## config.mk

```make
export PLATFORM = sky130hd
export DESIGN_NAME = radio_pin_seq
export DESIGN_NICKNAME = d
export VERILOG_FILES = /design/src/rtl/rps_pkg.sv /design/src/rtl/rps_bit_timer.sv /design/src/rtl/rps_air_path.sv /design/src/rtl/rps_sync_ctl.sv /design/src/rtl/rps_ce_ctl.sv /design/src/rtl/radio_pin_seq.sv
export SDC_FILE = /design/constraint.sdc
export NUM_CORES = 1
export LEC_CHECK = 0
export CAP_MARGIN = 20
export CORE_AREA = 2 2 39 41
export CTS_CLUSTER_SIZE = 20
export DETAILED_ROUTE_END_ITERATION = 8
export DIE_AREA = 0 0 41 43
export GPL_ROUTABILITY_DRIVEN = 0
export PLACE_DENSITY = 0.81
export SLEW_MARGIN = 5
export SYNTH_ARGS = -nofsm -noshare
export SYNTH_HDL_FRONTEND = slang
export SYNTH_SLANG_ARGS = --single-unit
```

## constraint.sdc

```tcl
create_clock -name clk -period 1.7 [get_ports clk]
set_input_delay 0.425 -clock clk [delete_from_list [all_inputs] [get_ports clk]]
set_output_delay 0.425 -clock clk [all_outputs]
set_load 0.1 [all_outputs]
```

## src/rtl/rps_pkg.sv

```systemverilog
package rps_pkg;

  typedef enum logic {
    RPS_RX = 1'b0,
    RPS_TX = 1'b1
  } rps_dir_e;

  // Width needed to count 0 .. n-1.
  function automatic int rps_cnt_width(input int n);
    return (n <= 2) ? 1 : $clog2(n);
  endfunction

  // Chip-enable level: the request, overridden low by a power-down phase
  // only while hardware clock control is enabled.
  function automatic logic rps_ce_level(input logic req, input logic pd,
                                        input logic hcc);
    return req & ~(pd & hcc);
  endfunction

  // Receive sync level: a packet end clears, a lock sets, otherwise hold.
  function automatic logic rps_rx_sync(input logic cur, input logic lock,
                                       input logic done);
    return ~done & (cur | lock);
  endfunction

endpackage

```

## src/rtl/rps_bit_timer.sv

```systemverilog
module rps_bit_timer #(
  parameter int CLKS_PER_BIT = 12,
  parameter int SAMPLE_AT    = 6
) (
  input  logic clk,
  input  logic rst_n,
  input  logic restart,
  output logic bit_stb,
  output logic smp_stb
);
  import rps_pkg::*;

  localparam int CW = rps_cnt_width(CLKS_PER_BIT);
  localparam logic [CW-1:0] LAST = CW'(CLKS_PER_BIT - 1);
  localparam logic [CW-1:0] SMP  = CW'(SAMPLE_AT);

  logic [CW-1:0] cnt_q;
  logic          at_last;

  assign at_last = (cnt_q == LAST);
  assign bit_stb = at_last & ~restart;
  assign smp_stb = (cnt_q == SMP) & ~restart;

  always_ff @(posedge clk or negedge rst_n) begin
    if (!rst_n)          cnt_q <= '0;
    else if (restart)    cnt_q <= '0;
    else if (at_last)    cnt_q <= '0;
    else                 cnt_q <= cnt_q + 1'b1;
  end

  assert_cnt_bound_R2: assert property (@(posedge clk) disable iff (!rst_n)
    cnt_q < CW'(CLKS_PER_BIT));

  assert_tick_single_R2: assert property (@(posedge clk) disable iff (!rst_n)
    bit_stb |=> !bit_stb);

  assert_smp_single_R4: assert property (@(posedge clk) disable iff (!rst_n)
    smp_stb |=> !smp_stb);

endmodule

```

## src/rtl/rps_air_path.sv

```systemverilog
module rps_air_path (
  input  logic clk,
  input  logic rst_n,
  input  logic dir_tx,
  input  logic restart,
  input  logic bit_stb,
  input  logic smp_stb,
  input  logic tx_bit,
  input  logic air_in,
  output logic air_out,
  output logic rx_bit,
  output logic rx_vld
);
  logic air_q, rxb_q, rxv_q;
  logic take_rx;

  assign take_rx = ~dir_tx & ~restart & smp_stb;

  always_ff @(posedge clk or negedge rst_n) begin
    if (!rst_n)        air_q <= 1'b1;
    else if (!dir_tx)  air_q <= 1'b1;
    else if (bit_stb)  air_q <= tx_bit;
  end

  always_ff @(posedge clk or negedge rst_n) begin
    if (!rst_n) begin
      rxb_q <= 1'b0;
      rxv_q <= 1'b0;
    end else begin
      rxv_q <= take_rx;
      if (take_rx) rxb_q <= air_in;
    end
  end

  assign air_out = air_q;
  assign rx_bit  = rxb_q;
  assign rx_vld  = rxv_q;

  assert_air_hold_R3: assert property (@(posedge clk) disable iff (!rst_n)
    ($past(dir_tx) && !$past(bit_stb)) |-> $stable(air_out));

  assert_air_idle_R5: assert property (@(posedge clk) disable iff (!rst_n)
    !$past(dir_tx) |-> air_out);

  assert_rx_pulse_R4: assert property (@(posedge clk) disable iff (!rst_n)
    rx_vld |=> !rx_vld);

endmodule

```

## src/rtl/rps_sync_ctl.sv

```systemverilog
module rps_sync_ctl (
  input  logic clk,
  input  logic rst_n,
  input  logic dir_tx,
  input  logic restart,
  input  logic corr_lock,
  input  logic pkt_done,
  input  logic tx_key,
  input  logic alt_en,
  output logic sync_out,
  output logic sync_oe
);
  import rps_pkg::*;

  logic sync_q, oe_q;

  always_ff @(posedge clk or negedge rst_n) begin
    if (!rst_n)        sync_q <= 1'b0;
    else if (restart)  sync_q <= 1'b0;
    else if (dir_tx)   sync_q <= tx_key;
    else               sync_q <= rps_rx_sync(sync_q, corr_lock, pkt_done);
  end

  always_ff @(posedge clk or negedge rst_n) begin
    if (!rst_n) oe_q <= 1'b0;
    else        oe_q <= alt_en;
  end

  assign sync_out = sync_q;
  assign sync_oe  = oe_q;

  assert_sync_clear_R9: assert property (@(posedge clk) disable iff (!rst_n)
    $past(restart) |-> !sync_out);

  assert_sync_rise_R6: assert property (@(posedge clk) disable iff (!rst_n)
    (!$past(dir_tx) && !$past(restart) && !$past(sync_out) && sync_out)
      |-> $past(corr_lock));

  assert_sync_end_R7: assert property (@(posedge clk) disable iff (!rst_n)
    (!$past(dir_tx) && $past(pkt_done)) |-> !sync_out);

endmodule

```

## src/rtl/rps_ce_ctl.sv

```systemverilog
module rps_ce_ctl (
  input  logic clk,
  input  logic rst_n,
  input  logic ce_req,
  input  logic pd_req,
  input  logic hcc_en,
  input  logic alt_en,
  output logic ce_out,
  output logic ce_oe
);
  import rps_pkg::*;

  logic ce_q, oe_q;

  always_ff @(posedge clk or negedge rst_n) begin
    if (!rst_n) begin
      ce_q <= 1'b0;
      oe_q <= 1'b0;
    end else begin
      ce_q <= rps_ce_level(ce_req, pd_req, hcc_en);
      oe_q <= alt_en;
    end
  end

  assign ce_out = ce_q;
  assign ce_oe  = oe_q;

  assert_ce_force_R11: assert property (@(posedge clk) disable iff (!rst_n)
    $past(pd_req && hcc_en) |-> !ce_out);

endmodule

```

## src/rtl/radio_pin_seq.sv

```systemverilog
module radio_pin_seq #(
  parameter int CLKS_PER_BIT = 12,
  parameter int SAMPLE_AT    = 6
) (
  input  logic clk,
  input  logic rst_n,
  input  logic tx_mode,
  input  logic corr_lock,
  input  logic pkt_done,
  input  logic tx_key,
  input  logic tx_bit,
  input  logic air_in,
  input  logic pd_req,
  input  logic hcc_en,
  input  logic sync_alt_en,
  input  logic ce_alt_en,
  input  logic ce_req,
  output logic air_out,
  output logic bit_tick,
  output logic rx_bit,
  output logic rx_vld,
  output logic sync_out,
  output logic sync_oe,
  output logic ce_out,
  output logic ce_oe
);
  import rps_pkg::*;

  rps_dir_e dir_q;
  logic     dir_tx;
  logic     mode_chg;
  logic     bit_stb, smp_stb;

  assign dir_tx   = (dir_q == RPS_TX);
  assign mode_chg = (tx_mode != dir_tx);

  always_ff @(posedge clk or negedge rst_n) begin
    if (!rst_n)        dir_q <= RPS_RX;
    else if (mode_chg) dir_q <= tx_mode ? RPS_TX : RPS_RX;
  end

  rps_bit_timer #(
    .CLKS_PER_BIT(CLKS_PER_BIT),
    .SAMPLE_AT   (SAMPLE_AT)
  ) u_timer (
    .clk    (clk),
    .rst_n  (rst_n),
    .restart(mode_chg),
    .bit_stb(bit_stb),
    .smp_stb(smp_stb)
  );

  rps_air_path u_air (
    .clk    (clk),
    .rst_n  (rst_n),
    .dir_tx (dir_tx),
    .restart(mode_chg),
    .bit_stb(bit_stb),
    .smp_stb(smp_stb),
    .tx_bit (tx_bit),
    .air_in (air_in),
    .air_out(air_out),
    .rx_bit (rx_bit),
    .rx_vld (rx_vld)
  );

  rps_sync_ctl u_sync (
    .clk      (clk),
    .rst_n    (rst_n),
    .dir_tx   (dir_tx),
    .restart  (mode_chg),
    .corr_lock(corr_lock),
    .pkt_done (pkt_done),
    .tx_key   (tx_key),
    .alt_en   (sync_alt_en),
    .sync_out (sync_out),
    .sync_oe  (sync_oe)
  );

  rps_ce_ctl u_ce (
    .clk   (clk),
    .rst_n (rst_n),
    .ce_req(ce_req),
    .pd_req(pd_req),
    .hcc_en(hcc_en),
    .alt_en(ce_alt_en),
    .ce_out(ce_out),
    .ce_oe (ce_oe)
  );

  assign bit_tick = bit_stb;

  assert_mode_restart_R2: assert property (@(posedge clk) disable iff (!rst_n)
    mode_chg |=> !bit_tick);

endmodule

```

==> results.json, run 1 <==
{
  "route.detailed.drc": 0,
  "first_global_vias": 426,
  "detail_route.wl_per_cell_um": 12.51,
  "hold_violations": 0,
  "violations": "setup timing",
  "rsz0062_at_grt": "yes",
  "synth_xor_area_share_pct": 0,
  "worstSetupPathType": "reg2out",
  "hold_ws_ps": 490.7,
  "nets": 87,
  "die_h_um": 43,
  "synth_largest_area_cell": "dfrtp_1",
  "critPathRequiredTime_ps": 1270,
  "cts_buffers": 3,
  "rows": 14,
  "grt_max_degree": 13,
  "syn_area_per_cell_um2": 11.70,
  "netlist_top_cells_area": "dfrtp_1 (55%), ha_1 (7.5%), dfstp_2 (5.2%)",
  "drt_first_pass_iters": 4,
  "irDropWorstVdd_uv": 534.7,
  "antenna_found_initial": 0,
  "max_freq_mhz": 533.4,
  "clock-root-buffer": "clkbuf_4",
  "syn_inst": 43,
  "yosysMostFrequentCell": "dfrtp_1",
  "synth_compound_area_share_pct": 6.468,
  "synth-simple-area-share_pct": 15.92,
  "synth_top_cell_area_share_pct": 54.73,
  "areaGrowthSynthToFinish_pct": 73.13,
  "grt_pass1_wl_um": 1725,
  "drive_above_1_share_pct": 31.43,
  "vias": 417,
  "yosysSeqAreaShare_pct": 59.95,
  "worstPathMaxFanout": 2,
  "multi_input_area_um2": 197.7,
  "start_kind": "register",
  "synth.ff_latch_count": 12,
  "final_max_slew_viol_count": 0,
  "worst_pin_slew_ps": 508.3,
  "start_util_pct": 36.35,
  "core_um2": 1384,
  "max_slew_margin_pct": 66.00,
  "muxShareOfSynthArea_pct": 6.219,
  "boundaryPins": 21,
  "synthAdderAreaFrac_pct": 7.463,
  "synth_top_family_by_area": "simple AND/OR/NAND/NOR gates",
  "min_path_type": "in2async",
  "power_leakage_nw": 0.3830,
  "end_kind": "output port",
  "clk_path_buf_depth": 2,
  "clock-sinks": 12,
  "cp.arrival_ps": 1450,
  "ys_types": 20,
  "post-route-util_pct": 62.93,
  "die_w_um": 41,
  "hold_buffers": 0,
  "synth_area_um2": 503.0,
  "clock_skew_ps": 5.977,
  "synthFlopType": "dfrtp_1",
  "fin_crit_ps": 1875,
  "tritoncts": "built",
  "min_period_over_period_pct": 110.3,
  "maxCapViolCount": 0,
  "via_per_inst": 4.849,
  "num-fill-cells": 112,
  "track_usage_pct": 14.72,
  "drt-total-wl_um": 1076,
  "ff_latch_area_um2": 301.5,
  "synth_nets": 59,
  "hpwlAfterDp_um": 853.1,
  "synthArstFlopShare_pct": 100.0,
  "yosys_warnings": 0,
  "powerDensity_nw_per_um2": 1224,
  "clk_latency_ps": 270,
  "path_clk_slew_ps": 80,
  "diodes": 0,
  "synth_edf_count": 0,
  "final.setup.tns_ps": -174.8,
  "synth_common_cells": "dfrtp_1 (11), nor2_1 (5), nand2_1 (4)",
  "setup_viol": 1,
  "htreeDepth": 1,
  "drtIter0Drc": 6,
  "fin_ws_ps": -174.8,
  "grt-ovfl-total": 0,
  "ant_nets": 0,
  "die-area_um2": 1763,
  "run_status": "finished, violations left",
  "io_buffers": 20
}
## worst paths after layout
check,startpoint,endpoint,slack (ps),depth (start not counted)
max,dir_q,bit_tick,-170,4
min,rst_n,u_timer.cnt_q[0],490,1
max reg2reg,dir_q,u_air.air_out,180,7
min reg2reg,u_timer.cnt_q[0],u_timer.cnt_q[0],500,1
max in group asynchronous,rst_n,u_air.air_out,850,1
min in group clk,u_timer.cnt_q[0],u_timer.cnt_q[0],500,1
## final cells by class
cell class,count,area share [%]
Clock buffer,4,3.017
Inverter,4,1.724
Multi-Input combinational cell,26,22.70
Sequential cell,12,34.63
Tap cell,16,2.299
Timing Repair Buffer,24,35.63
## flip-flops by register name (all words and copies together) (netlist names)
name             cells
u_air.rx_vld         1
u_ce.ce_out          1
dir_q                1
u_air.rx_bit         1
u_timer.cnt_q        4
u_ce.ce_oe           1
u_sync.sync_out      1
u_sync.sync_oe       1
u_air.air_out        1
## kinds of logic after synthesis
group	count (synthesis)
buffers and inverters	5
AND/OR/NAND/NOR	15
adder cells (fa/ha/maj)	3
AO/OA/AOI/OAI	5
flip-flops	12
multiplexers	3
## cells in the final DEF, fill, tap and decap left out, types with 2 or more instances in the layout
cell and count:
buf_12 8, buf_4 4, clkbuf_4 3, clkdlybuf4s50_1 11
dfrtp_1 11, ha_1 2, inv_2 3, mux2i_1 2
nand2_1 4, nor2_1 5, or3_1 2
## critical path, cell delays in order, from the launching register on
cell	delay, ps
dfrtp_1	400
inv_2	80
ha_4	200
and4bb_4	330
buf_12	180
## layer usage
| layer | wire length (µm) | up-vias | share of wire (%) | GRT usage, % |
|---|---|---|---|---|
| li1 | - | 202 | - | - |
| met1 | 415 | 206 | 39 | 17.06 |
| met2 | 612 | 7 | 57 | 23.75 |
| met3 | 38 | 2 | 3.5 | 3.141 |
| met4 | 9 | 0 | 0.84 | 8.000 |
| met5 | 0 | - | 0 | 0 |
## metrics by stage
step | setup WS [ps] | std cells | area, µm² | power, mW
finish | -174.8 | 86 | 870.8 | 1.066
floorplan | -66.62 | 43 | 525.5 | 0.7058
detailed placement | -425.0 | 81 | 837.1 | 0.8879
global route | -195.3 | 86 | 870.8 | 1.117
CTS | -158.6 | 86 | 870.8 | 1.070
global placement | -423.6 | 81 | 837.1 | 0.8690
## repair_timing
item	in CTS	in global routing
cloned	0	0
setup buffers	1	0
resized for setup	2	0
setup endpoints to repair	1	1
pin swaps	2	0
## where the power goes
part,switching (mW),internal [mW],total (mW)
combinational,0.273,0.206,0.479
clock,0.0904,0.0907,0.181
sequential,0.0604,0.345,0.405
No activity file was read; power rests on OpenSTA's default activity.
==> inputs of run 2 (changes only) <==
--- a/config.mk
+++ b/config.mk
@@ -5,7 +5,7 @@
 export SDC_FILE = /design/constraint.sdc
 export NUM_CORES = 1
 export LEC_CHECK = 0
-export CAP_MARGIN = 20
+export CAP_MARGIN = 0
 export CORE_AREA = 2 2 39 41
 export CTS_CLUSTER_SIZE = 20
 export DETAILED_ROUTE_END_ITERATION = 8
==> results of run 2 <==
No change in the layout: final DEF, timing and power equal those of run 1.
